$ cat src/rtl/oht_pkg.sv
// Shared types for the ordering hazard tracker.
package oht_pkg;
    // State of the global split-drain lock used in in-order mode.
    typedef enum logic {
        SPLIT_IDLE  = 1'b0,
        SPLIT_DRAIN = 1'b1
    } split_st_e;
endpackage

$ cat src/rtl/oht_count.sv
// Up/down occupancy counter.
// Adds inc_val when inc_en is set and removes one when dec_en is set.
// Assumes the caller never adds past 2**W-1. A decrement at zero is dropped.
module oht_count #(
    parameter int W = 3
) (
    input  logic         clk,
    input  logic         rst_n,
    input  logic         inc_en,
    input  logic [W-1:0] inc_val,
    input  logic         dec_en,
    output logic [W-1:0] cnt_o
);
    logic [W-1:0] add_v;
    logic [W-1:0] sub_v;

    // Select the increment and guarded decrement amounts.
    always_comb begin
        add_v = inc_en ? inc_val : '0;
        sub_v = (dec_en && (cnt_o != '0)) ? W'(1) : '0;
    end

    // Register the new occupancy.
    always_ff @(posedge clk) begin
        if (!rst_n) cnt_o <= '0;
        else        cnt_o <= cnt_o + add_v - sub_v;
    end
endmodule

$ cat src/rtl/oht_id_slot.sv
// One per-ID tracking slot: outstanding count plus the slave index and QoS
// of the latest accepted command. Assumes load_i is only raised on accept.
module oht_id_slot #(
    parameter int CNT_W = 3,
    parameter int SLV_W = 2,
    parameter int QOS_W = 2
) (
    input  logic             clk,
    input  logic             rst_n,
    input  logic             load_i,
    input  logic [CNT_W-1:0] seg_i,
    input  logic [SLV_W-1:0] slv_i,
    input  logic [QOS_W-1:0] qos_i,
    input  logic             retire_i,
    output logic             busy_o,
    output logic [SLV_W-1:0] slv_o,
    output logic [QOS_W-1:0] qos_o
);
    logic [CNT_W-1:0] cnt;

    oht_count #(.W(CNT_W)) u_cnt (
        .clk     (clk),
        .rst_n   (rst_n),
        .inc_en  (load_i),
        .inc_val (seg_i),
        .dec_en  (retire_i),
        .cnt_o   (cnt)
    );

    assign busy_o = |cnt;

    // Capture the target tags of each accepted command.
    always_ff @(posedge clk) begin
        if (!rst_n) begin
            slv_o <= '0;
            qos_o <= '0;
        end else if (load_i) begin
            slv_o <= slv_i;
            qos_o <= qos_i;
        end
    end
endmodule

$ cat src/rtl/oht_hazard.sv
// Combinational ordering-hazard decision for the presented command.
// Inputs are the selected ID slot, the global occupancy and the split lock.
module oht_hazard #(
    parameter int SLV_W = 2,
    parameter int QOS_W = 2
) (
    input  logic             reorder_en,
    input  logic             slot_busy,
    input  logic [SLV_W-1:0] slot_slv,
    input  logic [QOS_W-1:0] slot_qos,
    input  logic [SLV_W-1:0] cmd_slv,
    input  logic [QOS_W-1:0] cmd_qos,
    input  logic             cmd_split,
    input  logic             any_out,
    input  logic             split_lock,
    output logic             hazard_o
);
    logic slv_clash;
    logic qos_clash;
    logic split_block;

    // Evaluate each hazard cause and pick by mode.
    always_comb begin
        slv_clash   = slot_busy && (slot_slv != cmd_slv);
        qos_clash   = slot_busy && (slot_qos != cmd_qos);
        split_block = any_out && (cmd_split || split_lock);
        hazard_o    = reorder_en ? qos_clash : (slv_clash || split_block);
    end
endmodule

$ cat src/rtl/ordering_hazard_tracker.sv
// Per-ID ordering hazard stall tracker for one command channel.
// Holds a command back (ready and downstream valid low) when accepting it
// could let responses return out of order. Assumes the master keeps a stalled
// command stable, each response names the slave it came from, and
// cmd_segs_i never exceeds MAX_OUT.
module ordering_hazard_tracker
    import oht_pkg::*;
#(
    parameter int ID_W    = 2,
    parameter int MAX_OUT = 6,
    parameter int SLV_W   = 2,
    parameter int QOS_W   = 2,
    localparam int CNT_W  = $clog2(MAX_OUT + 1)
) (
    input  logic             clk,
    input  logic             rst_n,
    input  logic             reorder_en,
    input  logic             cmd_valid_i,
    output logic             cmd_ready_o,
    input  logic [ID_W-1:0]  cmd_id_i,
    input  logic [SLV_W-1:0] cmd_slv_i,
    input  logic [QOS_W-1:0] cmd_qos_i,
    input  logic [CNT_W-1:0] cmd_segs_i,
    output logic             dn_valid_o,
    input  logic             dn_ready_i,
    input  logic             rsp_valid_i,
    input  logic [ID_W-1:0]  rsp_id_i,
    input  logic [SLV_W-1:0] rsp_slv_i,
    input  logic [SLV_W-1:0] query_slv_i,
    output logic             slv_busy_o,
    output logic             stall_o,
    output logic             empty_o,
    output logic             full_o
);
    localparam int NUM_ID  = 1 << ID_W;
    localparam int NUM_SLV = 1 << SLV_W;
    localparam logic [CNT_W-1:0] MAX_C = CNT_W'(MAX_OUT);
    localparam logic [CNT_W:0]   MAX_W = (CNT_W + 1)'(MAX_OUT);

    logic [NUM_ID-1:0]  id_busy;
    logic [SLV_W-1:0]   id_slv [NUM_ID];
    logic [QOS_W-1:0]   id_qos [NUM_ID];
    logic [NUM_SLV-1:0] slv_nz;
    logic [CNT_W-1:0]   total;
    logic [CNT_W-1:0]   eff_segs;
    logic [CNT_W:0]     after_add;
    logic               room_ok;
    logic               hazard;
    logic               accept;
    logic               retire_ok;
    logic               cmd_split;
    split_st_e          split_q;

    // Normalise the segment count and test for capacity.
    always_comb begin
        eff_segs  = (cmd_segs_i == '0) ? CNT_W'(1) : cmd_segs_i;
        cmd_split = eff_segs > CNT_W'(1);
        after_add = {1'b0, total} + {1'b0, eff_segs};
        room_ok   = after_add <= MAX_W;
    end

    oht_hazard #(.SLV_W(SLV_W), .QOS_W(QOS_W)) u_haz (
        .reorder_en (reorder_en),
        .slot_busy  (id_busy[cmd_id_i]),
        .slot_slv   (id_slv[cmd_id_i]),
        .slot_qos   (id_qos[cmd_id_i]),
        .cmd_slv    (cmd_slv_i),
        .cmd_qos    (cmd_qos_i),
        .cmd_split  (cmd_split),
        .any_out    (!empty_o),
        .split_lock (split_q == SPLIT_DRAIN),
        .hazard_o   (hazard)
    );

    // Gate the handshake in both directions.
    always_comb begin
        stall_o     = cmd_valid_i && hazard;
        dn_valid_o  = cmd_valid_i && !hazard && room_ok;
        cmd_ready_o = dn_valid_o && dn_ready_i;
        accept      = cmd_valid_i && cmd_ready_o;
        retire_ok   = rsp_valid_i && id_busy[rsp_id_i];
    end

    // One tracking slot per transaction ID.
    for (genvar g = 0; g < NUM_ID; g++) begin : g_slot
        oht_id_slot #(.CNT_W(CNT_W), .SLV_W(SLV_W), .QOS_W(QOS_W)) u_slot (
            .clk      (clk),
            .rst_n    (rst_n),
            .load_i   (accept && (cmd_id_i == ID_W'(g))),
            .seg_i    (eff_segs),
            .slv_i    (cmd_slv_i),
            .qos_i    (cmd_qos_i),
            .retire_i (rsp_valid_i && (rsp_id_i == ID_W'(g))),
            .busy_o   (id_busy[g]),
            .slv_o    (id_slv[g]),
            .qos_o    (id_qos[g])
        );
    end

    // One occupancy counter per slave index.
    for (genvar s = 0; s < NUM_SLV; s++) begin : g_slv
        logic [CNT_W-1:0] scnt;
        oht_count #(.W(CNT_W)) u_scnt (
            .clk     (clk),
            .rst_n   (rst_n),
            .inc_en  (accept && (cmd_slv_i == SLV_W'(s))),
            .inc_val (eff_segs),
            .dec_en  (retire_ok && (rsp_slv_i == SLV_W'(s))),
            .cnt_o   (scnt)
        );
        assign slv_nz[s] = |scnt;
    end

    oht_count #(.W(CNT_W)) u_total (
        .clk     (clk),
        .rst_n   (rst_n),
        .inc_en  (accept),
        .inc_val (eff_segs),
        .dec_en  (retire_ok),
        .cnt_o   (total)
    );

    // Occupancy flags and per-slave report.
    always_comb begin
        empty_o    = (total == '0);
        full_o     = (total == MAX_C);
        slv_busy_o = slv_nz[query_slv_i];
    end

    // Split-drain lock: set by an in-order split, released once drained.
    always_ff @(posedge clk) begin
        if (!rst_n)
            split_q <= SPLIT_IDLE;
        else if (accept && cmd_split && !reorder_en)
            split_q <= SPLIT_DRAIN;
        else if (empty_o)
            split_q <= SPLIT_IDLE;
    end
endmodule

$ cat config.mk
export PLATFORM = sky130hd
export DESIGN_NAME = ordering_hazard_tracker
export DESIGN_NICKNAME = d
export VERILOG_FILES = /design/src/rtl/oht_pkg.sv /design/src/rtl/oht_count.sv /design/src/rtl/oht_id_slot.sv /design/src/rtl/oht_hazard.sv /design/src/rtl/ordering_hazard_tracker.sv
export SDC_FILE = /design/constraint.sdc
export NUM_CORES = 1
export LEC_CHECK = 0
export BUFFER_PORTS_ARGS = -buffer_cell sky130_fd_sc_hd__buf_2
export CAP_MARGIN = 20
export CORE_MARGIN = 5
export CORE_UTILIZATION = 35
export DETAILED_ROUTE_END_ITERATION = 10
export PLACE_DENSITY_LB_ADDON = 0.2
export SLEW_MARGIN = 20
export SYNTH_ARGS = -nofsm -noshare
export SYNTH_HDL_FRONTEND = slang
export SYNTH_SLANG_ARGS = --single-unit
$ cat constraint.sdc
create_clock -name clk -period 9.4 [get_ports clk]
set_input_delay 1.88 -clock clk [delete_from_list [all_inputs] [get_ports clk]]
set_output_delay 1.88 -clock clk [all_outputs]
set_load 0.01 [all_outputs]
* Yosys cells after proc, flatten, opt, wreduce, memory -nomap -nowiden
Cells that the tools add are included.
** Operators by class
- Bitwise operators :: 1
- Eq/ne operators :: 15
- $add $sub $neg :: 19
- Reduce and logical (&&, ||, !) cells :: 65
- $lt $le $gt $ge :: 6
- Multiplexer cells :: 34
** Operators by type and width (number)
- $logic_and A1 B1 Y1 :: 36
- $mux W3 :: 10
- $add A3 B3 Y3 :: 9
- $reduce_bool A3 Y1 :: 9
- $reduce_or A3 Y1 :: 8
- $eq A2 B2 Y1 const B :: 8
- $mux W1 :: 15
- $sub A3 B3 Y3 :: 5
- $sub A3 B1 Y3 :: 4
- $lt A2 B3 Y1 const B :: 3
- $bmux W2 S2 :: 2
- $eq A2 B1 Y1 const B :: 4
- $logic_not A2 Y1 :: 4
- $mux W2 :: 4
- $bmux W1 S2 :: 3
- $logic_not A3 Y1 :: 2
- $add A3 B3 Y4 :: 1
- $le A4 B3 Y1 const B :: 1
- $ne A2 B2 Y1 :: 2
- $eq A3 B3 Y1 const B :: 1
- $ge A3 B3 Y1 const B :: 1
- $gt A3 B1 Y1 const B :: 1
- $logic_not A1 Y1 :: 3
- $not A2 Y3 :: 1
- 2 further kinds :: 3
** Storage, ports and cells
- Input bits :: 21
- Register bits after elaboration :: 44
- Output and inout port bits :: 6
- Word-level logic and storage cells :: 158

* Depth between registers and ports, before layout
Gate-level depths: netlist (run 1).
- Depth in word-level cells :: 17
- Mapped depth :: 21
- Gate-level depth less buffers :: 20

* By module
From an unflattened synthesis (run 1), not the netlist that was laid out.
** Unflattened totals
- Cells, all modules :: 321
- Area total of the unflattened synthesis :: 3129.3 um2
** Modules (own cells, without submodules)
- oht_count :: cells each 20, area each 203.9 um2, instances 9, seq. area each 60.1 um2
- oht_id_slot :: cells each 14, area each 162.7 um2, instances 4, seq. area each 80.1 um2
- ordering_hazard_tracker :: cells each 76, area each 576.8 um2, instances 1, seq. area each 20.0 um2
- oht_hazard :: cells each 9, area each 66.3 um2, instances 1, seq. area each 0.0 um2

* Worst setup path after synthesis (run 1)
OpenSTA, ideal clock, no wires.
- Path type :: input -> register
- Start :: in cmd_segs_i[2]
- End :: reg g_slot[3].u_slot.u_cnt.cnt_o[2]
- Arrival :: 5.604 ns
- Path slack :: 3.680 ns
- Library setup time :: 0.116 ns
- Required time :: 9.284 ns
- Cell stages on the path :: 21
- Buffers on the path :: 1
- Cell sequence :: nor2_1 or2_2 ha_1 inv_1 fa_1 xnor2_1 a221oi_1 nand2_1 a211oi_2 and2_0 clkbuf_2 nand3_1 ha_1 inv_1 ha_1 inv_1 fa_1 xor2_1 xnor2_1 a31o_2 and3_1
** Between the ends
- Longest elaborated chain between the ends :: 16
- Elaborated cells on any way between the ends :: 18
- Classes of those cells :: add/sub: 3; order compare: 2; mux: 3; reduce/logical: 10
** RTL lines
- start, declared :: line ordering_hazard_tracker.sv:23 : input logic [CNT_W-1:0] cmd_segs_i,
- $logic_not A3 Y1 :: line ordering_hazard_tracker.sv:56 : eff_segs = (cmd_segs_i == '0) ? CNT_W'(1) : cmd_segs_i;
- $mux W3 (*) :: line ordering_hazard_tracker.sv:56
- parallel branches: the longest is 7 deep, another holds $add A3 B3 Y4
- $logic_and A1 B1 Y1 (*) :: line ordering_hazard_tracker.sv:78 : dn_valid_o = cmd_valid_i && !hazard && room_ok;
- $logic_and A1 B1 Y1 (*) :: line ordering_hazard_tracker.sv:79 : cmd_ready_o = dn_valid_o && dn_ready_i;
- named net cmd_ready_o :: line ordering_hazard_tracker.sv:19 : output logic cmd_ready_o,
- $logic_and A1 B1 Y1 (*) :: line ordering_hazard_tracker.sv:80 : accept = cmd_valid_i && cmd_ready_o;
- $logic_and A1 B1 Y1 (*) :: line ordering_hazard_tracker.sv:89 : .load_i (accept && (cmd_id_i == ID_W'(g))),
- $mux W3 (*) :: line oht_count.sv:19 : add_v = inc_en ? inc_val : '0;
- $add A3 B3 Y3 (*) :: line oht_count.sv:26 : else cnt_o <= cnt_o + add_v - sub_v;
- $sub A3 B1 Y3 (*) :: line oht_count.sv:26
- end signal, assigned :: line oht_count.sv:26
- end, declared :: line oht_count.sv:12 : output logic [W-1:0] cnt_o
Mark *: on every way through the listed nets, which the timed path passes.
A chain may end at the register's enable or synchronous reset.

* Worst setup path after layout (run 1)
- Start :: in cmd_segs_i[2]
- End :: out cmd_ready_o
** Between the ends
- Longest elaborated chain between the ends :: 11
- Elaborated cells on any way between the ends :: 13
- Classes of those cells :: add/sub: 1; order compare: 2; mux: 2; reduce/logical: 8
** RTL lines (line)
- $logic_not A3 Y1 :: ordering_hazard_tracker.sv:56
- $mux W3 (*) :: ordering_hazard_tracker.sv:56
- parallel branches: the longest is 7 deep, another holds $add A3 B3 Y4
- $logic_and A1 B1 Y1 (*) :: ordering_hazard_tracker.sv:78
- $logic_and A1 B1 Y1 (*) :: ordering_hazard_tracker.sv:79
- end, declared :: ordering_hazard_tracker.sv:19
Mark *: on every way between the ends.

==> out/results.txt, run 1 <==
Non-filler cells, final: 455
Distinct cells, synth: 48
Register area share after synthesis: 28.7%
Synth warnings: 0
Fin. Hold Viols: 0
Most used cell, CP: buf_2
Power per cell area: 208 nW/um2
VDD IR max: 0.0000728 V
Mux contribution to synthesized area: 8.79%
# hold bufs at CTS: 0
Setup WS pre-CTS: 3.09 ns
Setup crit start kind: input port
Clock Power Share: 20.9%
Port Buffers: 26
Clk root buf: clkbuf_8
Combinational share of power: 45.3%
Final critical-path share of the clock period: 65.5%
Die ar.: 10,800 um2
PnR worst setup slack: 3.24 ns
Final setup vio count: 0
Max-cap violations: 0
Clock Tree Buf Depth: 2
Final wirelength: 6.33 mm
Largest family of logic cells by synthesized area: simple AND/OR/NAND/NOR gates
Reg clk slew, reported paths: 0.08 ns
CTS tree: built
Fmax: 162 MHz
Placed Area: 3250 um2
Vias post-DR: 2,207
Ant diodes: 0
Area share of xor/xnor cells in the synthesized design: 6.84%
GP Congestion: 0.787
Crit path capture type: primary output
Rel. slew slack: 42.1%
Synth Area in Simple Gates: 21.9%
Post-synth top cells: 44 x dfxtp_1, 39 x inv_1, 36 x nand2_1
First-pass GRT wire length: 11.1 mm
Top Ports: 27
Hold Path Class: flop to flop
Cts bufs inserted: 5
Vias in the first global route: 2,263
CP max-delay cell: a211oi_2
Cells after synthesis: 324
Core area: 8640 um2
Post-synth EDFFs: 0
Switching power: 251 uW
Drt pass-1 iters: 4
Initial antenna violation count: 0
Clk_skew: 0.00663 ns
CP Max Fanout: 7
Synthesized area per cell: 9.48 um2
Post-DP HPWL: 4.84 mm
Die height: 104 um
Worst EP arrival: 4.28 ns
Gr ovfl total: 0
Largest cells by area after synthesis: dfxtp_1 29%, ha_1 12%, fa_1 6.5%
Vias per inst: 4.85
Largest net degree at the start of global routing: 53
Area growth from synthesis to final layout: 9.85%
Share of post-route cells with drive strength above 1: 15.6%
# fillers: 900
Main synth FF type: dfxtp_1
Pins over their slew limit: 0
Yosys reg bits: 44
Syn Nets: 385
Top cell type's share of synthesized area: 28.7%
Worst-Skew Late Latency: 0.30 ns
Register share of total power: 33.8%
Die Wd: 104 um
Cts repair resizes: 0
Outcome: finished, final reports clean
Final Cell Area: 3380 um2
Crit path buf inv count: 3
Switching Share: 35.9%
Crit path cell chain: buf_2 -> nor2_1 -> or2_2 -> ha_1 -> inv_1 -> fa_1 -> xnor2_1 -> a221oi_1 -> nand2_1 -> a211oi_2 -> buf_2
Largest delay share family, worst path: compound AO/OA/AOI/OAI gates
Power Total: 701 uW
Setup TNS Final: 0 ns
Layout Utilization: 39.1%
Worst EP required: 7.52 ns
Fin crit period: 6.16 ns
Post-synthesis adder-cell area fraction: 18.7%
Synth area leader: dfxtp_1
Asr flop ratio synth: 0%
GR Util All Layers: 12.3%
Max incr delay on CP: 0.39 ns
Post-DRT Antenna Nets: 0
Clk sinks: 44
Final #Nets: 407
Post-CTS Repair Setup Buffers: 0
Complex-gate fraction of the synthesized area: 7.57%
Worst Tran Pin Value: 0.869 ns
DRC errors left: 0
H-tree depth: 2
Syn Std Cell Area: 3070 um2
Num rows: 34
RSZ-0062 raised after global routing: false
Drt initial violations: 72
Leak: 1.54 nW
Crit Path Class: input port to primary output
Initial Util: 35.6%
DR WL/cell: 13.9 um
Placed insts: 446
Cell with the most instances after synthesis: dfxtp_1
Hold Worst Slack: 0.460 ns
Internal: 450 uW
[metal layers]
layer / GRT usage (%) / vias to the layer above / wire (um)
li1: - / 1129 / -
met1: 16.1 / 1041 / 3050
met2: 20.2 / 30 / 2960
met3: 2.80 / 7 / 225
met4: 3.42 / 0 / 90
met5: 0 / - / 0
[power by group through the flow]
stage | Clock, mW | Combinational, mW | Sequential, mW
final | 0.146 | 0.317 | 0.237
after global routing | 0.160 | 0.362 | 0.242
after detailed placement | 0 | 0.319 | 0.242
after floorplan | 0 | 0.256 | 0.236
after CTS | 0.153 | 0.321 | 0.238
after global placement | 0 | 0.316 | 0.242
[worst paths after layout]
kind	from	to	slack, ns	depth (start not counted)
setup / recovery	cmd_segs_i[2]	cmd_ready_o	3.24	11
hold / removal	g_slot[3].u_slot.qos_o[1]	g_slot[3].u_slot.qos_o[1]	0.46	2
setup reg to reg	u_total.cnt_o[0]	g_slot[3].u_slot.u_cnt.cnt_o[2]	5.10	18
hold reg to reg	g_slot[3].u_slot.qos_o[1]	g_slot[3].u_slot.qos_o[1]	0.46	2
[sequential cells by signal, summed over array words and instances (netlist names)]
name                       cells
g_slot.u_slot.u_cnt.cnt_o     12
g_slv.u_scnt.cnt_o            12
g_slot.u_slot.qos_o            8
g_slot.u_slot.slv_o            8
u_total.cnt_o                  3
split_q                        1
[cells in the final DEF, fill, tap and decap left out, types with 6 or more instances in the layout]
master   count
a21oi_1      6
and2_1      14
and3_1       8
buf_2       26
dfxtp_1     44
fa_1        10
ha_1        30
inv_1       39
mux2i_1     12
nand2_1     36
nand3_1     11
nor2b_1     12
nor3_1       6
o21ai_0      6
xnor2_1     11
xor2_1      13
[cell families after synthesis]
family                     Yosys count
adders and majority gates           40
DFF                                 44
muxes                               19
AOI/OAI and AO/OA                   27
xor gates and xnor gates            24
and+or+nand+nor                    119
buffers and inverters               51
[worst register-to-register path, stage by stage, from the launching register on]
cell and delay (ns):
dfxtp_1 0.38, ha_1 0.18, inv_1 0.05, fa_1 0.37
xnor2_1 0.13, a221oi_1 0.33, nand2_1 0.26, a211oi_2 0.39
and2_0 0.38, nand3_1 0.15, ha_1 0.29, inv_1 0.05
ha_1 0.12, inv_1 0.04, fa_1 0.37, xor2_1 0.18
xnor2_1 0.19, nand4_1 0.11, and3_1 0.20
[final cells by class]
cell class / instances / area [um2] / share of cell area [%]
clock inverters: 3 / 42.5 / 1.26
well taps: 108 / 135 / 4.00
repair buffers: 27 / 141 / 4.19
flip-flops and latches: 44 / 881 / 26.1
clock buffers: 5 / 68.8 / 2.04
multi-input cells: 229 / 1960 / 58.1
inverters: 39 / 146 / 4.34
(Power assumes the default switching activity.)
==> run 2, diff against run 1 <==
Clock period 9.4 ns to 5 ns, I/O delays scaled along.
==> run 2 against run 1 <==
  * Utilization rose by 0.52 points
  * Register-to-register slack got worse by 4.1 ns
  * Combinational power rose by 98%
  * Clock power rose by 49%
  * Wire length rose by 5.5%
  * Critical endpoint is now g_slot[3].u_slot.u_cnt.cnt_o[2]
  * Highest routed layer unchanged
==> out/results.txt, run 2 (synthesis results as in run 1) <==
Outcome: finished, final reports clean
Power per cell area: 378 nW/um2
Final #Nets: 418
Hold path depth: 2
Initial Util: 35.6%
Worst EP arrival: 4.84 ns
Vias post-DR: 2,303
Switching power: 478 uW
Cts bufs inserted: 5
Reg clk slew, reported paths: 0.08 ns
Die height: 104 um
Busiest grt layer: met2
First-pass GRT wire length: 11.5 mm
CP Max Fanout: 5
Reg area: 881 um2
Met1 usage: 17.4%
Switching Share: 37.0%
Commonest non-fill, non-tap cells in the layout: 44 x dfxtp_1, 39 x inv_1, 36 x nand2_1
Vias in the first global route: 2,349
Ant diodes: 0
Largest net degree at the start of global routing: 53
R2r endpoint: g_slot[3].u_slot.u_cnt.cnt_o[2]
Final setup vio count: 0
Fin crit period: 4.64 ns
Drt pass-1 iters: 4
Area growth from synthesis to final layout: 11.3%
Die ar.: 10,800 um2
Layout Utilization: 39.6%
Power Total: 1.29 mW
Commonest non-fill, non-tap cell in the layout: dfxtp_1
H-tree depth: 2
Port Buffers: 26
Worst reg2reg path startpoint: g_slot[2].u_slot.u_cnt.cnt_o[1]
Regs by FF count: g_slot.u_slot.u_cnt.cnt_o x12, g_slv.u_scnt.cnt_o x12
Hold EP: g_slot[3].u_slot.qos_o[0]
Internal: 814 uW
Share of post-route cells with drive strength above 1: 17.6%
Post-DP HPWL: 5.12 mm
Register share of total power: 34.6%
DR WL/cell: 14.3 um
Gr ovfl total: 0
Routing usage on met3: 2.24%
Final wirelength: 6.67 mm
Final critical-path share of the clock period: 92.9%
Area occupied by multi-input gates: 1960 um2
Clock Power Share: 16.8%
Initial antenna violation count: 0
Crit Path Class: input port to flop
Fin. Hold Viols: 0
Num rows: 34
HP Start: g_slot[3].u_slot.qos_o[0]
Crit path capture type: flop
Clk_skew: 0.00443 ns
VDD IR max: 0.000138 V
GP Congestion: 0.847
Combinational share of power: 48.6%
Max-cap violations: 0
# fillers: 878
Clk sinks: 44
Drt initial violations: 73
GR Util All Layers: 12.9%
# hold bufs at CTS: 0
Post-CTS Repair Setup Buffers: 0
Clock Tree Buf Depth: 2
Worst Tran Pin Value: 0.870 ns
Vias per inst: 4.95
Fmax: 215 MHz
Core area: 8640 um2
Pins over their slew limit: 0
Reg2reg path depth: 15
Rel. slew slack: 42.0%
Reg2reg setup slack: 1.03 ns
Cts repair resizes: 0
RSZ-0062 raised after global routing: false
DRC errors left: 0
Leak: 1.58 nW
Clk root buf: clkbuf_8
Post-DRT Antenna Nets: 0
Hold Path Class: flop to flop
CTS tree: built
Setup crit start kind: input port
Top Ports: 27
Setup TNS Final: 0 ns
Worst-Skew Late Latency: 0.29 ns
Die Wd: 104 um
Worst EP required: 5.19 ns
GR Layer Usage met2: 21.3%
==> run 2: area by class of cell <==
class	instances	share of cell area [%]
clock buffers	6	2.12
clock inverters	1	0.146
inverters	39	4.28
multi-input cells	229	57.3
flip-flops and latches	44	25.7
well taps	108	3.95
repair buffers	38	6.44
==> run 2: critical path: stages <==
cell and delay, ns:
buf_2 0.12, nor2_1 0.13, or2_2 0.14, ha_1 0.16, inv_1 0.06, fa_1 0.37
xnor2_1 0.13, a221oi_1 0.33, nand2_1 0.14, a211oi_2 0.24, and2_0 0.32, nand3_1 0.13
ha_1 0.28, inv_1 0.06, ha_1 0.13, inv_1 0.04, fa_1 0.37, xor2_1 0.18
xnor2_1 0.14, a31o_2 0.21, and3_1 0.15
==> run 2: worst max path at each step <==
stage                        startpoint                         endpoint  slack [ns]  depth (start not counted)
final                     cmd_segs_i[2]  g_slot[3].u_slot.u_cnt.cnt_o[2]        0.36                         21
after global routing      cmd_segs_i[2]  g_slot[0].u_slot.u_cnt.cnt_o[2]        0.02                         21
after detailed placement  cmd_segs_i[2]  g_slot[3].u_slot.u_cnt.cnt_o[2]        0.06                         21
after global placement    cmd_segs_i[2]  g_slot[3].u_slot.u_cnt.cnt_o[2]        0.15                         21
after floorplan           cmd_segs_i[2]  g_slot[3].u_slot.u_cnt.cnt_o[2]        0.16                         21
after CTS                 cmd_segs_i[2]  g_slot[3].u_slot.u_cnt.cnt_o[2]        0.37                         21
==> run 2: per-layer routing <==
metal | share of wire [%] | vias to the layer above
met3 | 3.1 | 7
met2 | 48 | 37
met4 | 0.94 | 0
met5 | 0 | -
li1 | - | 1149
met1 | 48 | 1110
==> run 2: metrics by stage <==
step	hold WS (ns)	area, um2	worst slack [ns]	instances
6_report	0.461	3420	0.355	465
5_1_grt	0.486	3420	0.0217	465
4_1_cts	0.466	3420	0.370	465
3_5_place_dp	0.453	3340	0.0589	458
3_3_place_gp	0.444	3340	0.153	458
2_1_floorplan	0.433	3070	0.160	324
==> run 2: power by group through the flow <==
stage | Clock, mW | Combinational [mW] | Sequential [mW]
final | 0.217 | 0.628 | 0.447
after global routing | 0.249 | 0.711 | 0.454
after CTS | 0.229 | 0.636 | 0.446
after detailed placement | 0 | 0.632 | 0.453
after global placement | 0 | 0.622 | 0.456
after floorplan | 0 | 0.481 | 0.443
